File: src/rtl/brw_pkg.sv
package brw_pkg;

    typedef enum logic [0:0] {
        S_IDLE = 1'b0,
        S_RESP = 1'b1
    } brw_state_e;

    typedef enum logic [2:0] {
        K_WBASE    = 3'd0,
        K_WMASK    = 3'd1,
        K_XBASE    = 3'd2,
        K_CTRL     = 3'd3,
        K_RAZ_WI   = 3'd4,
        K_RAZ_WERR = 3'd5,
        K_INVAL    = 3'd6,
        K_BAD      = 3'd7
    } brw_kind_e;

    localparam logic [1:0]  SZ_64      = 2'd3;
    localparam logic [63:0] CTRL_RESET = (64'd1 << 20) | (64'd1 << 32) | (64'd2 << 36);

endpackage

File: src/rtl/brw_decode.sv
module brw_decode
    import brw_pkg::*;
#(
    parameter int              ADDR_W    = 32,
    parameter logic [ADDR_W-1:0] BASE_ADDR = '0,
    parameter int              NWIN      = 4,
    parameter int              IDX_W     = 8,
    localparam int             SEL_W     = (NWIN > 1) ? $clog2(NWIN) : 1
) (
    input  logic [ADDR_W-1:0] addr,
    input  logic [1:0]        size,
    input  logic              write,
    output brw_kind_e         kind,
    output logic [SEL_W-1:0]  sel,
    output logic              err
);
    localparam int MASK_IDX  = NWIN;
    localparam int XBASE_IDX = 2 * NWIN;
    localparam int CTRL_IDX  = 3 * NWIN;
    localparam int ESTAT_IDX = CTRL_IDX + 3;
    localparam int EMASK_IDX = CTRL_IDX + 4;
    localparam int INVAL_IDX = CTRL_IDX + 7;

    logic [ADDR_W-1:0] off;
    logic              out_of_range;
    int                idx;
    int                rel;

    assign off          = addr - BASE_ADDR;
    assign out_of_range = (addr < BASE_ADDR) || (|off[ADDR_W-1:IDX_W+6]);
    assign idx          = int'(off[IDX_W+5:6]);

    always_comb begin
        kind = K_BAD;
        rel  = 0;
        if (out_of_range) begin
            kind = K_BAD;
        end else if (idx < MASK_IDX) begin
            kind = K_WBASE;
            rel  = idx;
        end else if (idx < XBASE_IDX) begin
            kind = K_WMASK;
            rel  = idx - MASK_IDX;
        end else if (idx < CTRL_IDX) begin
            kind = K_XBASE;
            rel  = idx - XBASE_IDX;
        end else if (idx == CTRL_IDX) begin
            kind = K_CTRL;
        end else if (idx == ESTAT_IDX) begin
            kind = K_RAZ_WI;
        end else if (idx == EMASK_IDX) begin
            kind = K_RAZ_WERR;
        end else if (idx == INVAL_IDX) begin
            kind = K_INVAL;
        end
        sel = rel[SEL_W-1:0];
    end

    assign err = (size != SZ_64) || (kind == K_BAD) || ((kind == K_RAZ_WERR) && write);

endmodule

File: src/rtl/brw_regbank.sv
module brw_regbank
    import brw_pkg::*;
#(
    parameter  int NWIN  = 4,
    localparam int SEL_W = (NWIN > 1) ? $clog2(NWIN) : 1
) (
    input  logic               clk,
    input  logic               rst_n,
    input  logic               we,
    input  brw_kind_e          kind,
    input  logic [SEL_W-1:0]   sel,
    input  logic [63:0]        wdata,
    output logic [63:0]        rdata,
    output logic [NWIN*64-1:0] win_base_o,
    output logic [NWIN*64-1:0] win_mask_o,
    output logic [NWIN*64-1:0] xlat_base_o,
    output logic [63:0]        ctrl_o
);
    logic [63:0] wbase_q [NWIN];
    logic [63:0] wmask_q [NWIN];
    logic [63:0] xbase_q [NWIN];
    logic [63:0] ctrl_q;

    for (genvar n = 0; n < NWIN; n++) begin : g_win
        logic hit;
        assign hit = we && (int'(sel) == n);

        always_ff @(posedge clk) begin
            if (!rst_n) begin
                wbase_q[n] <= '0;
                wmask_q[n] <= '0;
                xbase_q[n] <= '0;
            end else if (hit) begin
                unique case (kind)
                    K_WBASE: wbase_q[n] <= wdata;
                    K_WMASK: wmask_q[n] <= wdata;
                    K_XBASE: xbase_q[n] <= wdata;
                    default: ;
                endcase
            end
        end

        assign win_base_o[n*64 +: 64]  = wbase_q[n];
        assign win_mask_o[n*64 +: 64]  = wmask_q[n];
        assign xlat_base_o[n*64 +: 64] = xbase_q[n];
    end

    always_ff @(posedge clk) begin
        if (!rst_n) begin
            ctrl_q <= CTRL_RESET;
        end else if (we && (kind == K_CTRL)) begin
            ctrl_q <= wdata;
        end
    end

    assign ctrl_o = ctrl_q;

    always_comb begin
        unique case (kind)
            K_WBASE: rdata = wbase_q[sel];
            K_WMASK: rdata = wmask_q[sel];
            K_XBASE: rdata = xbase_q[sel];
            K_CTRL:  rdata = ctrl_q;
            default: rdata = '0;
        endcase
    end

endmodule

File: src/rtl/bridge_window_regs.sv
module bridge_window_regs
    import brw_pkg::*;
#(
    parameter int                ADDR_W    = 32,
    parameter logic [ADDR_W-1:0] BASE_ADDR = 32'h1000_0000,
    parameter int                NWIN      = 4,
    parameter int                IDX_W     = 8
) (
    input  logic               clk,
    input  logic               rst_n,
    input  logic               req_valid,
    output logic               req_ready,
    input  logic               req_write,
    input  logic [ADDR_W-1:0]  req_addr,
    input  logic [1:0]         req_size,
    input  logic [63:0]        req_wdata,
    output logic               rsp_valid,
    input  logic               rsp_ready,
    output logic [63:0]        rsp_rdata,
    output logic               rsp_error,
    output logic [NWIN*64-1:0] win_base_o,
    output logic [NWIN*64-1:0] win_mask_o,
    output logic [NWIN*64-1:0] xlat_base_o,
    output logic [63:0]        ctrl_o,
    output logic               inval_pulse
);
    localparam int SEL_W = (NWIN > 1) ? $clog2(NWIN) : 1;

    brw_state_e       state_q, state_d;
    brw_kind_e        kind;
    logic [SEL_W-1:0] sel;
    logic             dec_err;
    logic             accept;
    logic             bank_we;
    logic [63:0]      bank_rdata;
    logic [63:0]      rdata_q;
    logic             err_q;
    logic             inval_q;

    brw_decode #(
        .ADDR_W    (ADDR_W),
        .BASE_ADDR (BASE_ADDR),
        .NWIN      (NWIN),
        .IDX_W     (IDX_W)
    ) u_dec (
        .addr  (req_addr),
        .size  (req_size),
        .write (req_write),
        .kind  (kind),
        .sel   (sel),
        .err   (dec_err)
    );

    assign accept  = req_valid && (state_q == S_IDLE);
    assign bank_we = accept && req_write && !dec_err;

    brw_regbank #(
        .NWIN (NWIN)
    ) u_bank (
        .clk         (clk),
        .rst_n       (rst_n),
        .we          (bank_we),
        .kind        (kind),
        .sel         (sel),
        .wdata       (req_wdata),
        .rdata       (bank_rdata),
        .win_base_o  (win_base_o),
        .win_mask_o  (win_mask_o),
        .xlat_base_o (xlat_base_o),
        .ctrl_o      (ctrl_o)
    );

    always_comb begin
        state_d = state_q;
        unique case (state_q)
            S_IDLE:  if (req_valid) state_d = S_RESP;
            S_RESP:  if (rsp_ready) state_d = S_IDLE;
            default: state_d = S_IDLE;
        endcase
    end

    always_ff @(posedge clk) begin
        if (!rst_n) state_q <= S_IDLE;
        else        state_q <= state_d;
    end

    always_ff @(posedge clk) begin
        if (!rst_n) begin
            rdata_q <= '0;
            err_q   <= 1'b0;
            inval_q <= 1'b0;
        end else begin
            inval_q <= bank_we && (kind == K_INVAL);
            if (accept) begin
                rdata_q <= (dec_err || req_write) ? 64'd0 : bank_rdata;
                err_q   <= dec_err;
            end
        end
    end

    always_comb begin
        req_ready   = 1'b0;
        rsp_valid   = 1'b0;
        unique case (state_q)
            S_IDLE: req_ready = 1'b1;
            S_RESP: rsp_valid = 1'b1;
            default: ;
        endcase
        rsp_rdata   = rdata_q;
        rsp_error   = err_q;
        inval_pulse = inval_q;
    end


    accept_to_rsp_chk: assert property (@(posedge clk) disable iff (!rst_n)
        (req_valid && req_ready) |=> rsp_valid);


    rsp_hold_chk: assert property (@(posedge clk) disable iff (!rst_n)
        (rsp_valid && !rsp_ready) |=> (rsp_valid && $stable(rsp_rdata) && $stable(rsp_error)));


    ready_excl_chk: assert property (@(posedge clk) disable iff (!rst_n)
        !(req_ready && rsp_valid));


    inval_single_chk: assert property (@(posedge clk) disable iff (!rst_n)
        inval_pulse |=> !inval_pulse);


    bad_size_err_chk: assert property (@(posedge clk) disable iff (!rst_n)
        (req_valid && req_ready && (req_size != SZ_64)) |=> rsp_error);


    bad_size_keep_chk: assert property (@(posedge clk) disable iff (!rst_n)
        (req_valid && req_ready && (req_size != SZ_64)) |=> ($stable(ctrl_o) && $stable(win_base_o)));

endmodule

File: config.mk
export PLATFORM = sky130hd
export DESIGN_NAME = bridge_window_regs
export DESIGN_NICKNAME = d
export VERILOG_FILES = /design/src/rtl/brw_pkg.sv /design/src/rtl/brw_decode.sv /design/src/rtl/brw_regbank.sv /design/src/rtl/bridge_window_regs.sv
export SDC_FILE = /design/constraint.sdc
export NUM_CORES = 1
export LEC_CHECK = 0
export CORE_AREA = 8 8 382 384
export CTS_BUF_LIST = sky130_fd_sc_hd__clkbuf_16
export CTS_CLUSTER_DIAMETER = 30
export CTS_CLUSTER_SIZE = 20
export DETAILED_ROUTE_END_ITERATION = 10
export DIE_AREA = 0 0 390 392
export HOLD_SLACK_MARGIN = 0.08
export PLACE_DENSITY = 0.6
export SLEW_MARGIN = 30
export SYNTH_ARGS = -nofsm -noshare
export SYNTH_HDL_FRONTEND = slang
export SYNTH_SLANG_ARGS = --single-unit
export TNS_END_PERCENT = 10
File: constraint.sdc
create_clock -name clk -period 7.9 [get_ports clk]
set_input_delay 1.58 -clock clk [delete_from_list [all_inputs] [get_ports clk]]
set_output_delay 1.58 -clock clk [all_outputs]
set_load 0.03 [all_outputs]
==> flow_summary.yaml <==
worst_setup_path:
  cp.arrival_ns: 6.28
  critPathBufInv: 2
  criticalPathCategory: "in2reg"
  crit_path_end_kind: "register"
  crit_chain: "clkdlybuf4s50_1, nor4_2, nand2_1, nor3_2, nand3_1, a21oi_1, nand2_4, o21ai_4, buf_4"
  crit_required_ns: 8.34
  cp_max_fo: 41
  cpLargestDelayFamily: "simple AND/OR/NAND/NOR gates"
  max_stage_delay_ns: 0.82
  cpMaxStageDelayCell: "nor4_2"
  worstSetupStartpointType: "input port"
place:
  place_area_um2: 50430
  place_hpwl_um: 137000
  routabilityCongestion: 0.8754
  portBuffers: 996
clock_tree:
  htree_levels: 4
  cts_root_buf: "clkbuf_16"
  cts_made_buffers: 215
  clock_sinks: 899
  cts_tree: "done"
  post_cts_resized: 0
  clk_latency_ns: 0.84
  clk_pin_slew_ns: 0.04
  hold_buffers: 0
  cts_setup_buffers: 0
  cts_buffer_depth: 3
power_and_ir_drop:
  leakage_nw: 18.77
  p_total_mw: 16.13
  p_int_mw: 12.15
  peakVddDrop_uv: 225.3
  pwr-share-seq_pct: 34.2
  p_sw_share_pct: 24.70
  pwr-share-comb_pct: 8.4
  power_density_nw_per_um2: 277.5
  p_clk_share_pct: 57.5
  p_sw_mw: 3.985
global_route:
  antenna_found_initial: 16
  top_usage_layer: "met2"
  grt_max_degree: 128
  met3_usage_pct: 9.405
  gr-usage-met2_pct: 40.99
  overflow: 0
  grt_pass1_wl_um: 285500
  grt_usage_pct: 26.20
  grt_use_met1_pct: 32.14
  grt_pass1_vias: 34590
cells_and_area:
  drive_gt1_share_pct: 10.44
  syn2layout_area_growth_pct: 52.58
  mostFrequentLayoutCells: "clkdlybuf4s50_1 (995), edfxtp_1 (768), nor3_1 (461)"
  layout_commonest_cell: "clkdlybuf4s50_1"
  regArea_um2: 25680
  final_area_um2: 58150
  multi_input_area_um2: 11470
  final_nets: 4370
  fill_cells: 13130
route:
  drc: 0
  wl_um: 212300
  vias: 35570
  drt_iter0_markers: 4469
  drt_pre_antenna_iters: 8
  wire_per_inst_um: 33.39
  via_per_inst: 5.594
  ant_nets: 0
run_status:
  outcome: "complete, no violations"
timing:
  finalClockSkew_ns: 0.06129
  hold_viol_final: 0
  slew_viol_final: 0
  fin_crit_ns: 5.834
  period_share_pct: 73.85
  slew_headroom_pct: 30.78
  whs_ns: 0.4638
  rsz0062_at_grt: "no"
  setup_viol: 0
  max_freq_mhz: 171.4
  worstMarginPinSlew_ns: 1.038
logic_synthesis:
  synth-seq-cells: 899
  synth_flop_cell: "edfxtp_1"
  synth_top_area_share_pct: 60.52
  syn-cell-area_um2: 38110
  yosysTopAreaCell: "edfxtp_1"
  synth-seq-area-share_pct: 67.40
  ys_warn_count: 0
  synthCells: 3299
  synth_cell_type_count: 35
  synthesis.nets: 3402
  avgSynthCellArea_um2: 11.55
  synthArstFlopShare_pct: 0
  yosys-top-cells-area: "edfxtp_1 (61%), a22oi_1 (7.6%), dfxtp_1 (6.9%)"
  synth_edf_count: 768
floorplan:
  die_w_um: 390
  core_um2: 140200
  die_h_um: 392
  initial_core_util_pct: 27.18
  die_area_um2: 152900
  ioPinCount: 1003
  row_count: 138
run:
  maxCapViolations: 0
hold_path:
  worstHoldPathType: "reg2reg"
state kept, by name, indices dropped and copies added (netlist names):
name	count
state_q	1
rsp_error	1
u_bank.wbase_q	256
u_bank.wmask_q	256
inval_pulse	1
u_bank.ctrl_o	64
rsp_rdata	64
u_bank.xbase_q	256
layout make-up:
cell class	count	share of cell area, %
Inverter	1	0.006455
Tap cell	1890	4.067
Timing Repair Buffer	1075	18.81
Clock inverter	196	3.899
Multi-Input combinational cell	2075	19.73
Antenna cell	6	0.02582
Clock buffer	216	9.296
Sequential cell	899	44.17
cells in the mapped netlist, types with 2 or more instances:
master,number
a211oi_1,64
a21boi_1,61
a21oi_1,259
a22oi_1,384
and3_1,2
buf_1,24
buf_2,52
clkbuf_1,248
dfxtp_1,131
edfxtp_1,768
nand2_1,266
nand2b_1,2
nand3_1,88
nand3b_1,2
nor2_1,312
nor2b_1,66
nor3_1,462
nor3_2,2
nor4_1,9
nor4_2,3
o21ai_0,75
o21ai_1,5
or4_1,2
metal layers:
| layer | share of wire, % | wire length [um] | up-vias |
|---|---|---|---|
| met5 | 0.043 | 91 | - |
| met4 | 5.6 | 11880 | 14 |
| met3 | 13 | 26720 | 545 |
| met2 | 45 | 95590 | 2711 |
| met1 | 37 | 78030 | 17770 |
| li1 | - | - | 14520 |
kinds of logic (layout without fill, tap and decap cells):
family | after synthesis | after routing | synth area share [%]
AOI/OAI and AO/OA | 853 | 853 | 14.60
buffers and inverters | 325 | 1488 | 3.372
DFF | 899 | 899 | 67.40
other | 0 | 6 | 0
and+or+nand+nor | 1222 | 1222 | 14.63
stage by stage:
| stage | util [%] | instances | setup TNS, ns | worst slack [ns] |
|---|---|---|---|---|
| floorplan | - | 3299 | -276.11 | -0.4981 |
| global placement | 35.92 | 5936 | 0 | 1.242 |
| detailed placement | 35.97 | 5939 | 0 | 1.228 |
| CTS | 41.44 | 6351 | 0 | 2.108 |
| global route | 41.47 | 6354 | 0 | 1.931 |
| finish | 41.47 | 6358 | 0 | 2.066 |
worst paths after layout:
check / from / end / slack (ns) / cells after the start
max: req_addr[16] / u_bank.wmask_q[3][16]$_SDFFCE_PN0P_ / 2.07 / 9
min: u_bank.ctrl_o[46]$_SDFFE_PN0P_ / u_bank.ctrl_o[46]$_SDFFE_PN0P_ / 0.46 / 2
max reg2reg: state_q$_SDFF_PN0_ / u_bank.wmask_q[3][16]$_SDFFCE_PN0P_ / 3.77 / 7
min reg2reg: u_bank.ctrl_o[46]$_SDFFE_PN0P_ / u_bank.ctrl_o[46]$_SDFFE_PN0P_ / 0.46 / 2
power by group through the flow:
stage               combinational (mW)  sequential [mW]  clock, mW
floorplan                        0.160             6.00          0
global placement                  1.35             5.58          0
detailed placement                1.35             5.59          0
CTS                               1.35             5.51       9.33
global route                      1.37             5.52       9.58
finish                            1.35             5.51       9.27
tightest hold or removal path, stage by stage, from the launching register on:
cell      delay [ns]
dfxtp_1         0.31
nand2_1         0.05
a21boi_1        0.05
Power figures use the tool's default switching activity.
